--- src/rtl/steered_bank_pkg.sv ---
package steered_bank_pkg;

    // Selector field layout (bit positions are part of the bus contract)
    localparam int SEL_SUB_LSB   = 0;
    localparam int SEL_SLICE_LSB = 8;
    localparam int SEL_FIELD_W   = 4;
    localparam int SEL_BCAST_BIT = 31;

    typedef struct packed {
        logic                   bcast;
        logic [SEL_FIELD_W-1:0] slice;
        logic [SEL_FIELD_W-1:0] sub;
    } sel_t;

    typedef enum logic [0:0] {
        ST_IDLE = 1'b0,
        ST_RESP = 1'b1
    } bus_state_e;

endpackage

--- src/rtl/sb_selector.sv ---
module sb_selector
    import steered_bank_pkg::*;
#(
    parameter int DATA_W = 32
) (
    input  logic              clk,
    input  logic              rst_n,
    input  logic              wr_en,
    input  logic [DATA_W-1:0] wr_data,
    output sel_t              sel_q,
    output logic [DATA_W-1:0] sel_image
);

    always_ff @(posedge clk) begin
        if (!rst_n) begin
            sel_q.bcast <= 1'b1;
            sel_q.slice <= '0;
            sel_q.sub   <= '0;
        end else if (wr_en) begin
            sel_q.bcast <= wr_data[SEL_BCAST_BIT];
            sel_q.slice <= wr_data[SEL_SLICE_LSB +: SEL_FIELD_W];
            sel_q.sub   <= wr_data[SEL_SUB_LSB +: SEL_FIELD_W];
        end
    end

    always_comb begin
        sel_image                                  = '0;
        sel_image[SEL_BCAST_BIT]                   = sel_q.bcast;
        sel_image[SEL_SLICE_LSB +: SEL_FIELD_W]    = sel_q.slice;
        sel_image[SEL_SUB_LSB +: SEL_FIELD_W]      = sel_q.sub;
    end

endmodule

--- src/rtl/sb_store.sv ---
module sb_store #(
    parameter int NUM_COPIES = 8,
    parameter int DATA_W     = 32
) (
    input  logic                               clk,
    input  logic                               rst_n,
    input  logic [NUM_COPIES-1:0]              wen,
    input  logic [DATA_W-1:0]                  wdata,
    output logic [NUM_COPIES-1:0][DATA_W-1:0]  copies_q
);

    for (genvar i = 0; i < NUM_COPIES; i++) begin : g_copy
        always_ff @(posedge clk) begin
            if (!rst_n) begin
                copies_q[i] <= '0;
            end else if (wen[i]) begin
                copies_q[i] <= wdata;
            end
        end
    end

endmodule

--- src/rtl/sb_route.sv ---
module sb_route
    import steered_bank_pkg::*;
#(
    parameter int NUM_SLICES          = 2,
    parameter int SUBSLICES_PER_SLICE = 4,
    parameter int DATA_W              = 32,
    localparam int NUM_COPIES         = NUM_SLICES * SUBSLICES_PER_SLICE,
    localparam int IDX_W              = (NUM_COPIES > 1) ? $clog2(NUM_COPIES) : 1
) (
    input  logic                               clk,
    input  logic                               rst_n,
    input  sel_t                               sel,
    input  logic [NUM_COPIES-1:0]              avail,
    input  logic                               bank_we,
    input  logic [NUM_COPIES-1:0][DATA_W-1:0]  copies,
    output logic [NUM_COPIES-1:0]              wen,
    output logic                               rd_hit,
    output logic [DATA_W-1:0]                  rd_data
);

    logic             in_range;
    logic [IDX_W-1:0] idx;
    int               full_idx;

    always_comb begin
        in_range = (int'(sel.slice) < NUM_SLICES) &&
                   (int'(sel.sub)   < SUBSLICES_PER_SLICE);
        full_idx = int'(sel.slice) * SUBSLICES_PER_SLICE + int'(sel.sub);
        idx      = in_range ? IDX_W'(full_idx) : '0;
        rd_hit   = in_range && avail[idx];
        rd_data  = rd_hit ? copies[idx] : '0;
    end

    for (genvar i = 0; i < NUM_COPIES; i++) begin : g_wen
        always_comb begin
            wen[i] = bank_we && avail[i] &&
                     (sel.bcast || (in_range && (int'(idx) == i)));
        end

        // a copy whose unit is absent keeps its value across any bank write
        p_gated_copy_hold_r7: assert property (@(posedge clk) disable iff (!rst_n)
            (bank_we && !avail[i]) |=> $stable(copies[i]))
            else $error("gated copy %0d changed", i);
    end

    // a single-copy write reaches at most one copy
    p_unicast_single_r6: assert property (@(posedge clk) disable iff (!rst_n)
        (bank_we && !sel.bcast) |-> $onehot0(wen))
        else $error("single-copy write enabled several copies");

    // an out-of-range selector never reaches a copy on a single-copy write
    p_range_drop_r10: assert property (@(posedge clk) disable iff (!rst_n)
        (bank_we && !sel.bcast && !in_range) |=> $stable(copies))
        else $error("out-of-range write changed a copy");

endmodule

--- src/rtl/steered_bank.sv ---
module steered_bank
    import steered_bank_pkg::*;
#(
    parameter int              NUM_SLICES          = 2,
    parameter int              SUBSLICES_PER_SLICE = 4,
    parameter int              DATA_W              = 32,
    parameter int              ADDR_W              = 12,
    parameter logic [ADDR_W-1:0] BANK_OFFSET       = 12'h100,
    parameter logic [ADDR_W-1:0] SEL_OFFSET        = 12'h104
) (
    input  logic                                         clk,
    input  logic                                         rst_n,
    input  logic [NUM_SLICES*SUBSLICES_PER_SLICE-1:0]    avail_i,
    input  logic                                         req_valid_i,
    input  logic                                         req_write_i,
    input  logic [ADDR_W-1:0]                            req_addr_i,
    input  logic [DATA_W-1:0]                            req_wdata_i,
    output logic                                         rsp_valid_o,
    output logic [DATA_W-1:0]                            rsp_rdata_o
);

    localparam int NUM_COPIES = NUM_SLICES * SUBSLICES_PER_SLICE;

    bus_state_e                           state_q, state_d;
    sel_t                                 sel_q;
    logic [DATA_W-1:0]                    sel_image;
    logic [NUM_COPIES-1:0][DATA_W-1:0]    copies;
    logic [NUM_COPIES-1:0]                wen;
    logic                                 rd_hit;
    logic [DATA_W-1:0]                    bank_rd;
    logic                                 hit_bank, hit_sel;
    logic                                 bank_we, sel_we;
    logic [DATA_W-1:0]                    rdata_d, rdata_q;

    always_comb begin
        hit_bank = (req_addr_i == BANK_OFFSET);
        hit_sel  = (req_addr_i == SEL_OFFSET);
        bank_we  = req_valid_i && req_write_i && hit_bank;
        sel_we   = req_valid_i && req_write_i && hit_sel;
    end

    sb_selector #(.DATA_W(DATA_W)) u_sel (
        .clk       (clk),
        .rst_n     (rst_n),
        .wr_en     (sel_we),
        .wr_data   (req_wdata_i),
        .sel_q     (sel_q),
        .sel_image (sel_image)
    );

    sb_route #(
        .NUM_SLICES          (NUM_SLICES),
        .SUBSLICES_PER_SLICE (SUBSLICES_PER_SLICE),
        .DATA_W              (DATA_W)
    ) u_route (
        .clk     (clk),
        .rst_n   (rst_n),
        .sel     (sel_q),
        .avail   (avail_i),
        .bank_we (bank_we),
        .copies  (copies),
        .wen     (wen),
        .rd_hit  (rd_hit),
        .rd_data (bank_rd)
    );

    sb_store #(.NUM_COPIES(NUM_COPIES), .DATA_W(DATA_W)) u_store (
        .clk      (clk),
        .rst_n    (rst_n),
        .wen      (wen),
        .wdata    (req_wdata_i),
        .copies_q (copies)
    );

    // Next-state logic: accept / chain / drain / wait
    always_comb begin
        state_d = state_q;
        unique case (state_q)
            ST_IDLE: state_d = req_valid_i ? ST_RESP : ST_IDLE;
            ST_RESP: state_d = req_valid_i ? ST_RESP : ST_IDLE;
            default: state_d = ST_IDLE;
        endcase
    end

    always_ff @(posedge clk) begin
        if (!rst_n) state_q <= ST_IDLE;
        else        state_q <= state_d;
    end

    // Read data selection for the accepted request
    always_comb begin
        rdata_d = '0;
        if (req_valid_i && !req_write_i) begin
            if (hit_bank)     rdata_d = bank_rd;
            else if (hit_sel) rdata_d = sel_image;
        end
    end

    always_ff @(posedge clk) begin
        if (!rst_n)           rdata_q <= '0;
        else if (req_valid_i) rdata_q <= rdata_d;
    end

    // Output process
    always_comb begin
        rsp_valid_o = 1'b0;
        unique case (state_q)
            ST_IDLE: rsp_valid_o = 1'b0;
            ST_RESP: rsp_valid_o = 1'b1;
            default: rsp_valid_o = 1'b0;
        endcase
        rsp_rdata_o = rdata_q;
    end

    // a response follows every request by exactly one cycle
    p_rsp_follows_req_r2: assert property (@(posedge clk) disable iff (!rst_n)
        req_valid_i |=> rsp_valid_o)
        else $error("missing response");
    p_no_spurious_rsp_r2: assert property (@(posedge clk) disable iff (!rst_n)
        !req_valid_i |=> !rsp_valid_o)
        else $error("response without request");

    // a terminated bank read answers zero
    p_gated_read_zero_r9: assert property (@(posedge clk) disable iff (!rst_n)
        (req_valid_i && !req_write_i && hit_bank && !rd_hit) |=> (rsp_rdata_o == '0))
        else $error("terminated read returned data");

    // a stray offset reads zero
    p_stray_read_zero_r11: assert property (@(posedge clk) disable iff (!rst_n)
        (req_valid_i && !req_write_i && !hit_bank && !hit_sel) |=> (rsp_rdata_o == '0))
        else $error("stray offset returned data");

    // selector read-back has no bits outside its fields
    p_sel_image_masked_r3: assert property (@(posedge clk) disable iff (!rst_n)
        (req_valid_i && !req_write_i && hit_sel) |=>
        ((rsp_rdata_o & ~(32'h8000_0F0F)) == '0))
        else $error("selector read-back has stray bits");

endmodule

--- config.mk ---
export PLATFORM = sky130hd
export DESIGN_NAME = steered_bank
export DESIGN_NICKNAME = d
export VERILOG_FILES = /design/src/rtl/steered_bank_pkg.sv /design/src/rtl/sb_selector.sv /design/src/rtl/sb_store.sv /design/src/rtl/sb_route.sv /design/src/rtl/steered_bank.sv
export SDC_FILE = /design/constraint.sdc
export NUM_CORES = 1
export LEC_CHECK = 0
export ABC_AREA = 1
export BUFFER_PORTS_ARGS = -buffer_cell sky130_fd_sc_hd__buf_2
export CAP_MARGIN = 20
export CORE_ASPECT_RATIO = 1.2
export CORE_UTILIZATION = 60
export DETAILED_ROUTE_END_ITERATION = 12
export GPL_TIMING_DRIVEN = 0
export MAX_ROUTING_LAYER = met4
export PLACE_DENSITY = 0.84
export SETUP_SLACK_MARGIN = 0.2
export SLEW_MARGIN = 20
export SYNTH_ARGS = -nofsm -noshare
export SYNTH_HDL_FRONTEND = slang
export SYNTH_SLANG_ARGS = --single-unit
--- constraint.sdc ---
create_clock -name clk -period 2.4 [get_ports clk]
set_input_delay 0.12 -clock clk [delete_from_list [all_inputs] [get_ports clk]]
set_output_delay 0.12 -clock clk [all_outputs]
set_load 0.05 [all_outputs]
==> summary.md <==
| Metric | Value |
|---|---|
| Period utilization | 94.8% |
| Post-layout min period | 2270 ps |
| Gr ovfl total | 0 |
| Pleak | 5.78 nW |
| Sequential share of the synthesized area | 47.1% |
| Worst-path fanout max | 10 |
| Slew headroom | 45.9% |
| Htree depth | 1 |
| Net Sw Frac | 22.5% |
| Via/cell ratio | 6.09 |
| Max Cap Viol | 0 |
| Clock insertion delay at the later pin of the skew report | 550 ps |
| Post-Layout Cell Count | 2196 |
| Worst path max stage delay | 330 ps |
| Max-slew violations | 0 |
| Final wirelength | 44700 um |
| CTS sink cnt | 298 |
| DR top layer | met4 |
| PortBufs | 88 |
| Mean Syn Cell Area | 7.23 um^2 |
| Mapped cell area | 12700 um^2 |
| Seq pwr share | 49.7% |
| Met3 Wirelength | 4840 um |
| Yosys reg bits | 298 |
| CP arrival | 2690 ps |
| Pre-antenna DRT Iters | 5 |
| Io pins | 89 |
| Antenna violations before repair | 0 |
| Routed wl met2 | 20600 um |
| CORE AREA | 20500 um^2 |
| Critical Path Sink Type | flip-flop |
| Area delta synth->final | 19.7% |
| Synthesized Nets | 1807 |
| First-pass GRT wire length | 67300 um |
| Filler cell count | 1560 |
| Placer congestion estimate | 0.992 |
| Failing checks | hold timing |
| Distinct cell type count after synthesis | 27 |
| Pwr Density | 656 nW/um^2 |
| CTS root buffer | clkbuf_16 |
| Reg clk slew, reported paths | 60 ps |
| CTS Buf Count | 29 |
| Met1 WL | 16100 um |
| Hold_ws | -5.57 ps |
| Least-Margin Pin Slew | 811 ps |
| Most Frequent Cell on Critical Path | nor2_4 |
| Syn Inst Count | 1751 |
| Synth Area in Compound Gates | 29.8% |
| Combinational Power Share | 4.3% |
| CP cell instances | nor2_4 > nand3_4 > nor2_4 > nand2_1 > o21ai_1 > nand3_2 > buf_2 > o21ai_0 > a21oi_1 |
| Largest net degree at the start of global routing | 15 |
| Highest-count cells in the layout ignoring fill and taps | o21ai_0, a21oi_1, dfxtp_1 |
| Fmax achieved | 440 MHz |
| RSZ-0062 raised after global routing | yes |
| Placed Cells | 2104 |
| Wire per inst | 20.4 um |
| CTS tree | built |
| Hold crit path type | primary input to flip-flop |
| Gr usage total | 41.4% |
| Mux cell area share after synthesis | 0% |
| Synthesis Warnings | 0 |
| Hold Vio Cnt, Final | 1 |
| Site Rows | 57 |
| Simple-gate share of the synthesized area | 11.2% |
| Die Width | 135 um |
| Vias post-DR | 13363 |
| Crit Path Class | flip-flop to flip-flop |
| Post-DP HPWL | 29200 um |
| Antenna-violating nets left | 0 |
| XOR/XNOR Fraction of Synth Area | 0% |
| Layout net count | 1967 |
| Post-Synth Adder-Cell Area | 0% |
| Die outline height | 161 um |
| Final core utilization | 74.0% |
| Internal power | 7.70 mW |
| DR DRC count | 0 |
| Initial Utilization | 61.8% |
| Max Buffers Root-to-Sink | 3 |
| Initial DRC count | 1865 |
| Vias in the first global route | 12572 |
| Slowest CP cell | dfxtp_1 |
| Largest family of logic cells by synthesized area | compound AO/OA/AOI/OAI gates |
| Setup violators final | 0 |
| Worst setup SP type | flip-flop |
| Sw power | 2.24 mW |
| Most common cell after layout, fill and taps aside | o21ai_0 |
| Fraction of layout cells with a size suffix above 1 | 14.1% |
| Die area | 21700 um^2 |
| Worst vdd ir | 0.000592 V |
| Clock Power Share | 46.0% |
| Status | finished, violations left |
| Antenna cells | 0 |
| Required time worst endpoint | 2820 ps |
| Clock Skew | 15.8 ps |
state kept, by name (all words and copies together) (netlist names):
| name | count |
|---|---|
| u_store.copies_q | 256 |
| state_q | 1 |
| rsp_rdata_o | 32 |
| u_sel.sel_image | 9 |
Yosys cell counts (all sizes together):
library cell,instances,area share [%]
a211oi,1,0.059
a21oi,310,12
buf,23,0.92
clkbuf,102,3.0
dfxtp,298,47
inv,265,7.9
nand2,241,7.2
nand3,46,2.1
nand4,4,0.25
nor2,42,1.5
nor3b,1,0.059
nor4,2,0.15
o2111ai,12,0.83
o211ai,1,0.059
o21ai,339,13
o22ai,64,3.2
logic make-up after synthesis:
kind of cell	after synthesis
AOI/OAI and AO/OA	727
buffers and inverters	390
and+or+nand+nor	336
DFF	298
power groups by stage:
| stage | clock network (mW) | registers (mW) | logic (mW) |
|---|---|---|---|
| 2_1_floorplan | 0 | 5.06 | 0.169 |
| 3_3_place_gp | 0 | 5.06 | 0.361 |
| 3_5_place_dp | 0 | 5.06 | 0.365 |
| 4_1_cts | 4.54 | 4.95 | 0.402 |
| 5_1_grt | 4.76 | 4.94 | 0.457 |
| 6_report | 4.57 | 4.95 | 0.424 |
critical path, delay by kind of cell, from the launching register on:
kind	cells	cell delay, ps
AO/OA/AOI/OAI	3	590
buffers and inverters	1	290
flip-flops	1	330
AND/OR/NAND/NOR	5	930
per-stage QoR:
| stage | TNS (ps) | setup WS [ps] | hold WS, ps | area (um^2) | total power, mW |
|---|---|---|---|---|---|
| final | 0 | 126 | -5.57 | 15100 | 9.94 |
| after global routing | 0 | 118 | 17.2 | 15100 | 10.2 |
| after CTS | 0 | 156 | 0.368 | 14800 | 9.89 |
| after detailed placement | -2800 | -204 | 348 | 13400 | 5.42 |
| after global placement | -1720 | -163 | 339 | 13400 | 5.42 |
| after floorplan | 0 | 665 | 213 | 12700 | 5.23 |
what timing repair did:
action                                  in CTS  in global routing
setup buffers                                3                 12
hold buffers                                25                  0
gates cloned                                 0                  2
gates resized for setup                     78                109
endpoints found under the setup margin     266                282
pin swaps                                    2                 10
endpoints found under the hold margin      166                  0
layer usage:
metal | vias up | global-route usage [%]
met3 | 242 | 8.13
met4 | 0 | 29.1
li1 | 6127 | -
met1 | 6068 | 47.7
met2 | 926 | 64.8
met5 | - | -
final timing paths:
path | startpoint | to | slack [ps] | cells after the start
setup reg to reg | u_sel.sel_image[3] | u_store.copies_q[37] | 130 | 9
hold / removal | req_write_i | rsp_rdata_o[9] | -6 | 6
hold reg to reg | u_store.copies_q[225] | u_store.copies_q[225] | 440 | 2
setup / recovery | u_sel.sel_image[3] | u_store.copies_q[37] | 130 | 9
cell type report:
type	instances	area, um^2	share of cell area (%)
plain buffers	124	657	4.34
flip-flops and latches	298	5970	39.4
inverters	265	1000	6.60
clock inverters	11	105	0.694
clock buffers	40	837	5.53
well taps	265	332	2.19
repair buffers	129	853	5.63
multi-input cells	1064	5400	35.6
(Power assumes the default switching activity.)
